<file path="config.mk">
export PLATFORM = sky130hd
export DESIGN_NAME = sdf_run_ctrl
export DESIGN_NICKNAME = d
export VERILOG_FILES = /design/src/rtl/sdf_ctrl_pkg.sv /design/src/rtl/sdf_chan_gate.sv /design/src/rtl/sdf_flt_seq.sv /design/src/rtl/sdf_clk_idle.sv /design/src/rtl/sdf_run_ctrl.sv
export SDC_FILE = /design/constraint.sdc
export NUM_CORES = 1
export LEC_CHECK = 0
export BUFFER_PORTS_ARGS = -buffer_cell sky130_fd_sc_hd__buf_2
export CORE_MARGIN = 2
export CORE_UTILIZATION = 48
export CTS_BUF_LIST = sky130_fd_sc_hd__clkbuf_4 sky130_fd_sc_hd__clkbuf_8 sky130_fd_sc_hd__clkbuf_16
export CTS_CLUSTER_SIZE = 16
export DETAILED_ROUTE_END_ITERATION = 10
export HOLD_SLACK_MARGIN = 0.02
export PLACE_DENSITY = 0.83
export SLEW_MARGIN = 20
export SYNTH_ARGS = -nofsm -noshare
export SYNTH_HDL_FRONTEND = slang
export SYNTH_SLANG_ARGS = --single-unit
</file>
<file path="constraint.sdc">
create_clock -name clk -period 1.6 [get_ports clk]
set_input_delay 0.08 -clock clk [delete_from_list [all_inputs] [get_ports clk]]
set_output_delay 0.08 -clock clk [all_outputs]
set_load 0.005 [all_outputs]
</file>
<file path="src/rtl/sdf_ctrl_pkg.sv">
package sdf_ctrl_pkg;
  typedef enum logic {
    SRC_SERIAL   = 1'b0,
    SRC_PARALLEL = 1'b1
  } src_sel_e;
endpackage

</file>
<file path="src/rtl/sdf_chan_gate.sv">
module sdf_chan_gate
  import sdf_ctrl_pkg::*;
(
  input  logic clk,
  input  logic rst,
  input  logic glb_en,
  input  logic ch_en,
  input  logic src_sel,
  output logic ch_act,
  output logic ser_act,
  output logic par_act
);
  logic     live;
  src_sel_e src;

  assign live = glb_en & ch_en;
  assign src  = src_sel_e'(src_sel);

  always_ff @(posedge clk) begin
    if (rst) begin
      ch_act  <= 1'b0;
      ser_act <= 1'b0;
      par_act <= 1'b0;
    end else begin
      ch_act  <= live;
      ser_act <= live && (src == SRC_SERIAL);
      par_act <= live && (src == SRC_PARALLEL);
    end
  end

  // the two source qualifiers never overlap
  a_r2_route_excl: assert property (@(posedge clk) disable iff (rst)
    !(ser_act && par_act));
  // an active channel always lands on exactly one path
  a_r2_route_cover: assert property (@(posedge clk) disable iff (rst)
    ch_act |-> (ser_act || par_act));
  // no channel is active after a cycle with the global enable low
  a_r1_global_gate: assert property (@(posedge clk) disable iff (rst)
    !$past(glb_en) |-> !ch_act);
endmodule

</file>
<file path="src/rtl/sdf_flt_seq.sv">
module sdf_flt_seq (
  input  logic clk,
  input  logic rst,
  input  logic glb_en,
  input  logic flt_en,
  output logic eff_en,
  output logic run,
  output logic init_stb,
  output logic stclr_stb
);
  assign eff_en = glb_en & flt_en;

  always_ff @(posedge clk) begin
    if (rst) begin
      run       <= 1'b0;
      init_stb  <= 1'b0;
      stclr_stb <= 1'b0;
    end else begin
      run       <= eff_en;
      init_stb  <= eff_en & ~run;
      stclr_stb <= ~eff_en & run;
    end
  end

  // the initialize strobe lasts one cycle
  a_r4_init_single: assert property (@(posedge clk) disable iff (rst)
    init_stb |=> !init_stb);
  // the strobe coincides with the run level rising
  a_r4_init_on_rise: assert property (@(posedge clk) disable iff (rst)
    init_stb |-> (run && !$past(run)));
  // the status clear coincides with the run level falling
  a_r5_stclr_on_fall: assert property (@(posedge clk) disable iff (rst)
    stclr_stb |-> (!run && $past(run)));
  // the two strobes are mutually exclusive
  a_r5_no_overlap: assert property (@(posedge clk) disable iff (rst)
    !(init_stb && stclr_stb));
  // a rise of run is always announced by an initialize strobe
  a_r3_rise_has_init: assert property (@(posedge clk) disable iff (rst)
    (run && !$past(run)) |-> init_stb);
endmodule

</file>
<file path="src/rtl/sdf_clk_idle.sv">
module sdf_clk_idle #(
  parameter int NUM_FLT = 4
) (
  input  logic               clk,
  input  logic               rst,
  input  logic [NUM_FLT-1:0] eff_en,
  input  logic [NUM_FLT-1:0] flt_run,
  output logic               stop_req
);
  always_ff @(posedge clk) begin
    if (rst) stop_req <= 1'b1;
    else     stop_req <= ~|eff_en;
  end

  // stop request only while no filter runs
  a_r7_idle_match: assert property (@(posedge clk) disable iff (rst)
    stop_req |-> (flt_run == '0));
  // request withdrawn whenever any filter runs
  a_r7_busy_match: assert property (@(posedge clk) disable iff (rst)
    !stop_req |-> (flt_run != '0));
endmodule

</file>
<file path="src/rtl/sdf_run_ctrl.sv">
module sdf_run_ctrl #(
  parameter int NUM_CH  = 8,
  parameter int NUM_FLT = 4
) (
  input  logic               clk,
  input  logic               rst,
  input  logic               glb_en,
  input  logic [NUM_CH-1:0]  ch_en,
  input  logic [NUM_CH-1:0]  ch_src_sel,
  input  logic [NUM_FLT-1:0] flt_en,
  output logic [NUM_CH-1:0]  ch_act,
  output logic [NUM_CH-1:0]  ch_ser_act,
  output logic [NUM_CH-1:0]  ch_par_act,
  output logic [NUM_FLT-1:0] flt_run,
  output logic [NUM_FLT-1:0] flt_init,
  output logic [NUM_FLT-1:0] flt_stclr,
  output logic               clk_stop_req
);
  logic [NUM_FLT-1:0] eff_en;

  for (genvar c = 0; c < NUM_CH; c++) begin : g_ch
    sdf_chan_gate u_gate (
      .clk     (clk),
      .rst     (rst),
      .glb_en  (glb_en),
      .ch_en   (ch_en[c]),
      .src_sel (ch_src_sel[c]),
      .ch_act  (ch_act[c]),
      .ser_act (ch_ser_act[c]),
      .par_act (ch_par_act[c])
    );
  end

  for (genvar f = 0; f < NUM_FLT; f++) begin : g_flt
    sdf_flt_seq u_seq (
      .clk       (clk),
      .rst       (rst),
      .glb_en    (glb_en),
      .flt_en    (flt_en[f]),
      .eff_en    (eff_en[f]),
      .run       (flt_run[f]),
      .init_stb  (flt_init[f]),
      .stclr_stb (flt_stclr[f])
    );
  end

  sdf_clk_idle #(.NUM_FLT(NUM_FLT)) u_idle (
    .clk      (clk),
    .rst      (rst),
    .eff_en   (eff_en),
    .flt_run  (flt_run),
    .stop_req (clk_stop_req)
  );

  // global disable empties every channel and filter together
  a_r6_global_off: assert property (@(posedge clk) disable iff (rst)
    !$past(glb_en) |-> (flt_run == '0 && ch_act == '0));
  // a global drop under running filters raises their status clears
  a_r6_drop_clears: assert property (@(posedge clk) disable iff (rst)
    (!$past(glb_en) && $past(flt_run) != '0) |-> (flt_stclr == $past(flt_run)));
endmodule

</file>
==> implementation parameters <==
Parameter                              Value

Outcome
  Status    finished clean

STA
  Final setup violating endpoints    0
  Share of the clock period used by the worst path after layout    89.4%
  Slew at the pin closest to its max-slew limit    0.370 ns
  Post-Route Skew    0.0114 ns
  Hold Fails Final Rpt    0
  Slew margin rel.    75.3%
  Achievable clock frequency    0.699 GHz
  RSZ-0062 raised after global routing    no
  Summed negative setup slack over all endpoints    0 ns
  Final max-slew violation count    0
  Minimum clock period    1.43 ns

Critical path
  Cells along the critical path    dlygate4sd3_1, buf_2, o41ai_1, dlygate4sd3_1
  Most prevalent standard cell on the critical path    sky130_fd_sc_hd__dlygate4sd3_1
  CP max stage delay    0.60 ns
  Startpoint class of the critical path    input pin
  Worst path arrival time    1.71 ns
  Critical path class    input pin to flop
  Required time at the worst-slack endpoint    1.88 ns
  Setup crit end kind    flop
  Critical path peak fanout    4
  Depth of the worst register-to-register path    2
  Cell type of the slowest stage on the worst timing path    sky130_fd_sc_hd__dlygate4sd3_1

Flow run
  Max cap viols    0

Layout
  Synth-to-layout area growth    30.4%
  Fin area    0.00172 sq mm
  Fraction of layout cells with a size suffix above 1    38.0%
  Number of inserted diodes    0
  # fillers    216
  Final layout net count    201

Synthesis
  Post-synthesis sequential area ratio    56.2%
  Async set or reset register ratio after synthesis    0%
  Number of instances in the synthesized netlist    122
  Cell types with the highest counts after synthesis    37 x sky130_fd_sc_hd__buf_4, 37 x sky130_fd_sc_hd__dfxtp_1, 9 x sky130_fd_sc_hd__and2_1, 9 x sky130_fd_sc_hd__and3_1, 8 x sky130_fd_sc_hd__nor3b_1
  Avg Synthesized Cell Area    10.8 sq um
  Yosys warning total    0
  Most area-consuming cells after synthesis    sky130_fd_sc_hd__dfxtp_1 56%, sky130_fd_sc_hd__buf_4 21%, sky130_fd_sc_hd__nor3b_1 4.6%
  Number of library cell types mapped by synthesis    15
  Mapped cell area    0.00132 sq mm
  Most used DFF post-synth    sky130_fd_sc_hd__dfxtp_1
  Number of enable-type register cells in the synthesized netlist    0
  Flip-flop and latch count after synthesis    37
  Net count after synthesis    145
  Library cell occupying the most area in the post-synthesis netlist    sky130_fd_sc_hd__dfxtp_1
  Post-synth top area share    56.2%

Clock tree
  Worst-skew pair later-pin latency    0.34 ns
  Clock-pin slew on the worst setup and hold paths    0.11 ns
  Number of clock buffers inserted by TritonCTS    5
  Level count of the clock H-tree    2
  Clock tree from TritonCTS    done
  Root buffer selected by CTS    sky130_fd_sc_hd__clkbuf_4
  Number of setup buffers added after CTS    0
  Clock Path Buffers    2
  Sink Count    37

Die
  Height of the die    56.4 um
  I/O pin count    60
  Site row count    19
  Floorplan die width    56.4 um
  Core Box Area    0.00269 sq mm
  Die footprint    0.00318 sq mm
  Starting density of the core    49.1%

Worst hold path
  Hold Path Stages    2
  Worst min-delay path class    input pin to flop

GRT
  Initial antenna violation count    0
  Wire length of the first global-routing pass    4180 um
  Number of global-route vias before repair    946
  Global-route usage over all layers    18.0%
  Pin count of the biggest net entering global routing    20
  Total gr overflow    0

Route
  Router iterations before antenna repair    4
  Total wire length    2640 um
  Number of design-rule violations left by the first detailed-router iteration    23
  Remaining routing DRC violations    0
  Post-DRT Antenna Nets    0
  Mean routed wirelength per cell    12.6 um
  Via-to-Cell Ratio    4.52
  Routed vias    950

Place
  Routability congestion estimate    0.683
  DP Area    0.00136 sq mm
  Detailed-placement wirelength estimate    1550 um
  Port bufs    59

Power
  Static Leakage    0.886 nW
  IR drop worst, VDD    0.946 mV
  Power per Cell Area    968 mW/mm^2
[metal layers]
layer  track usage, %  share of wire [%]  vias up
met5                0                  0        -
met4             6.12               0.38        0
met3             10.4                9.3        2
met2             29.7                 51       51
met1             19.1                 40      430
li1                 -                  -      467
[timing repair]
item                      in CTS  in global routing
hold buffers                  29                  0
hold endpoints to repair      37                  0
gates resized for setup        0                  0
[flip-flops by register name, indices dropped and copies added (netlist names)]
signal,count
g_ch.u_gate.ch_act,8
g_ch.u_gate.par_act,8
g_ch.u_gate.ser_act,8
g_flt.u_seq.init_stb,4
g_flt.u_seq.run,4
g_flt.u_seq.stclr_stb,4
u_idle.stop_req,1
[metrics by stage]
| stage | total power [mW] | worst slack (ns) | util [%] | hold slack [ns] | cells |
|---|---|---|---|---|---|
| floorplan | 1.06 | 0.872 | - | 0.156 | 122 |
| finish | 1.66 | 0.170 | 64.0 | 0.0595 | 210 |
| detailed placement | 1.09 | 0.652 | 50.6 | 0.258 | 173 |
| CTS | 1.68 | 0.243 | 64.0 | 0.0468 | 210 |
| global route | 1.74 | 0.171 | 64.0 | 0.0445 | 210 |
| global placement | 1.09 | 0.711 | 50.6 | 0.251 | 173 |
[critical path, delay by kind of cell]
kind,cells,cell delay [ns]
compound gates,1,0.36
buf+inv,3,1.27
[layout make-up]
| cell class | instances | area, sq um | area share [%] |
|---|---|---|---|
| Timing Repair Buffer | 88 | 586 | 34.1 |
| Sequential cell | 37 | 741 | 43.1 |
| Clock inverter | 1 | 5.00 | 0.291 |
| Clock buffer | 7 | 65.1 | 3.78 |
| Inverter | 4 | 15.0 | 0.873 |
| Tap cell | 31 | 38.8 | 2.26 |
| Multi-Input combinational cell | 42 | 269 | 15.6 |
[cell families after synthesis]
kind of cell / Yosys count / synth area share, %
buffers and inverters: 43 / 23.4
AND/OR/NAND/NOR: 37 / 17.5
flip-flops: 37 / 56.2
AO/OA/AOI/OAI: 5 / 2.94
[where the power goes]
group	total, mW	switching (mW)	internal, mW
clock	0.542	0.287	0.255
sequential	0.959	0.00836	0.951
combinational	0.164	0.0664	0.0971
[cell usage in the layout (no fill, tap or decap)]
cell / count
sky130_fd_sc_hd__buf_2: 59
sky130_fd_sc_hd__dfxtp_1: 37
sky130_fd_sc_hd__dlygate4sd3_1: 29
sky130_fd_sc_hd__and3_1: 9
sky130_fd_sc_hd__and2_1: 9
sky130_fd_sc_hd__nor3b_1: 8
sky130_fd_sc_hd__clkbuf_4: 5
sky130_fd_sc_hd__inv_1: 4
sky130_fd_sc_hd__a211oi_1: 4
sky130_fd_sc_hd__nand2_1: 3
sky130_fd_sc_hd__nor2_1: 3
sky130_fd_sc_hd__nor3_1: 3
sky130_fd_sc_hd__clkbuf_8: 2
sky130_fd_sc_hd__nor2b_4: 1
sky130_fd_sc_hd__o41ai_1: 1
sky130_fd_sc_hd__nand2b_1: 1
sky130_fd_sc_hd__clkinv_2: 1
[worst paths after layout]
path                                  from                                  end  slack (ns)
min                                 glb_en  g_flt[1].u_seq.stclr_stb$_SDFF_PP0_        0.06
min reg2reg  g_flt[2].u_seq.run$_SDFF_PP0_  g_flt[2].u_seq.stclr_stb$_SDFF_PP0_        0.45
max                              flt_en[3]           u_idle.stop_req$_SDFF_PP1_        0.17
max reg2reg  g_flt[3].u_seq.run$_SDFF_PP0_  g_flt[3].u_seq.stclr_stb$_SDFF_PP0_        0.95
Power figures use the tool's default switching activity.
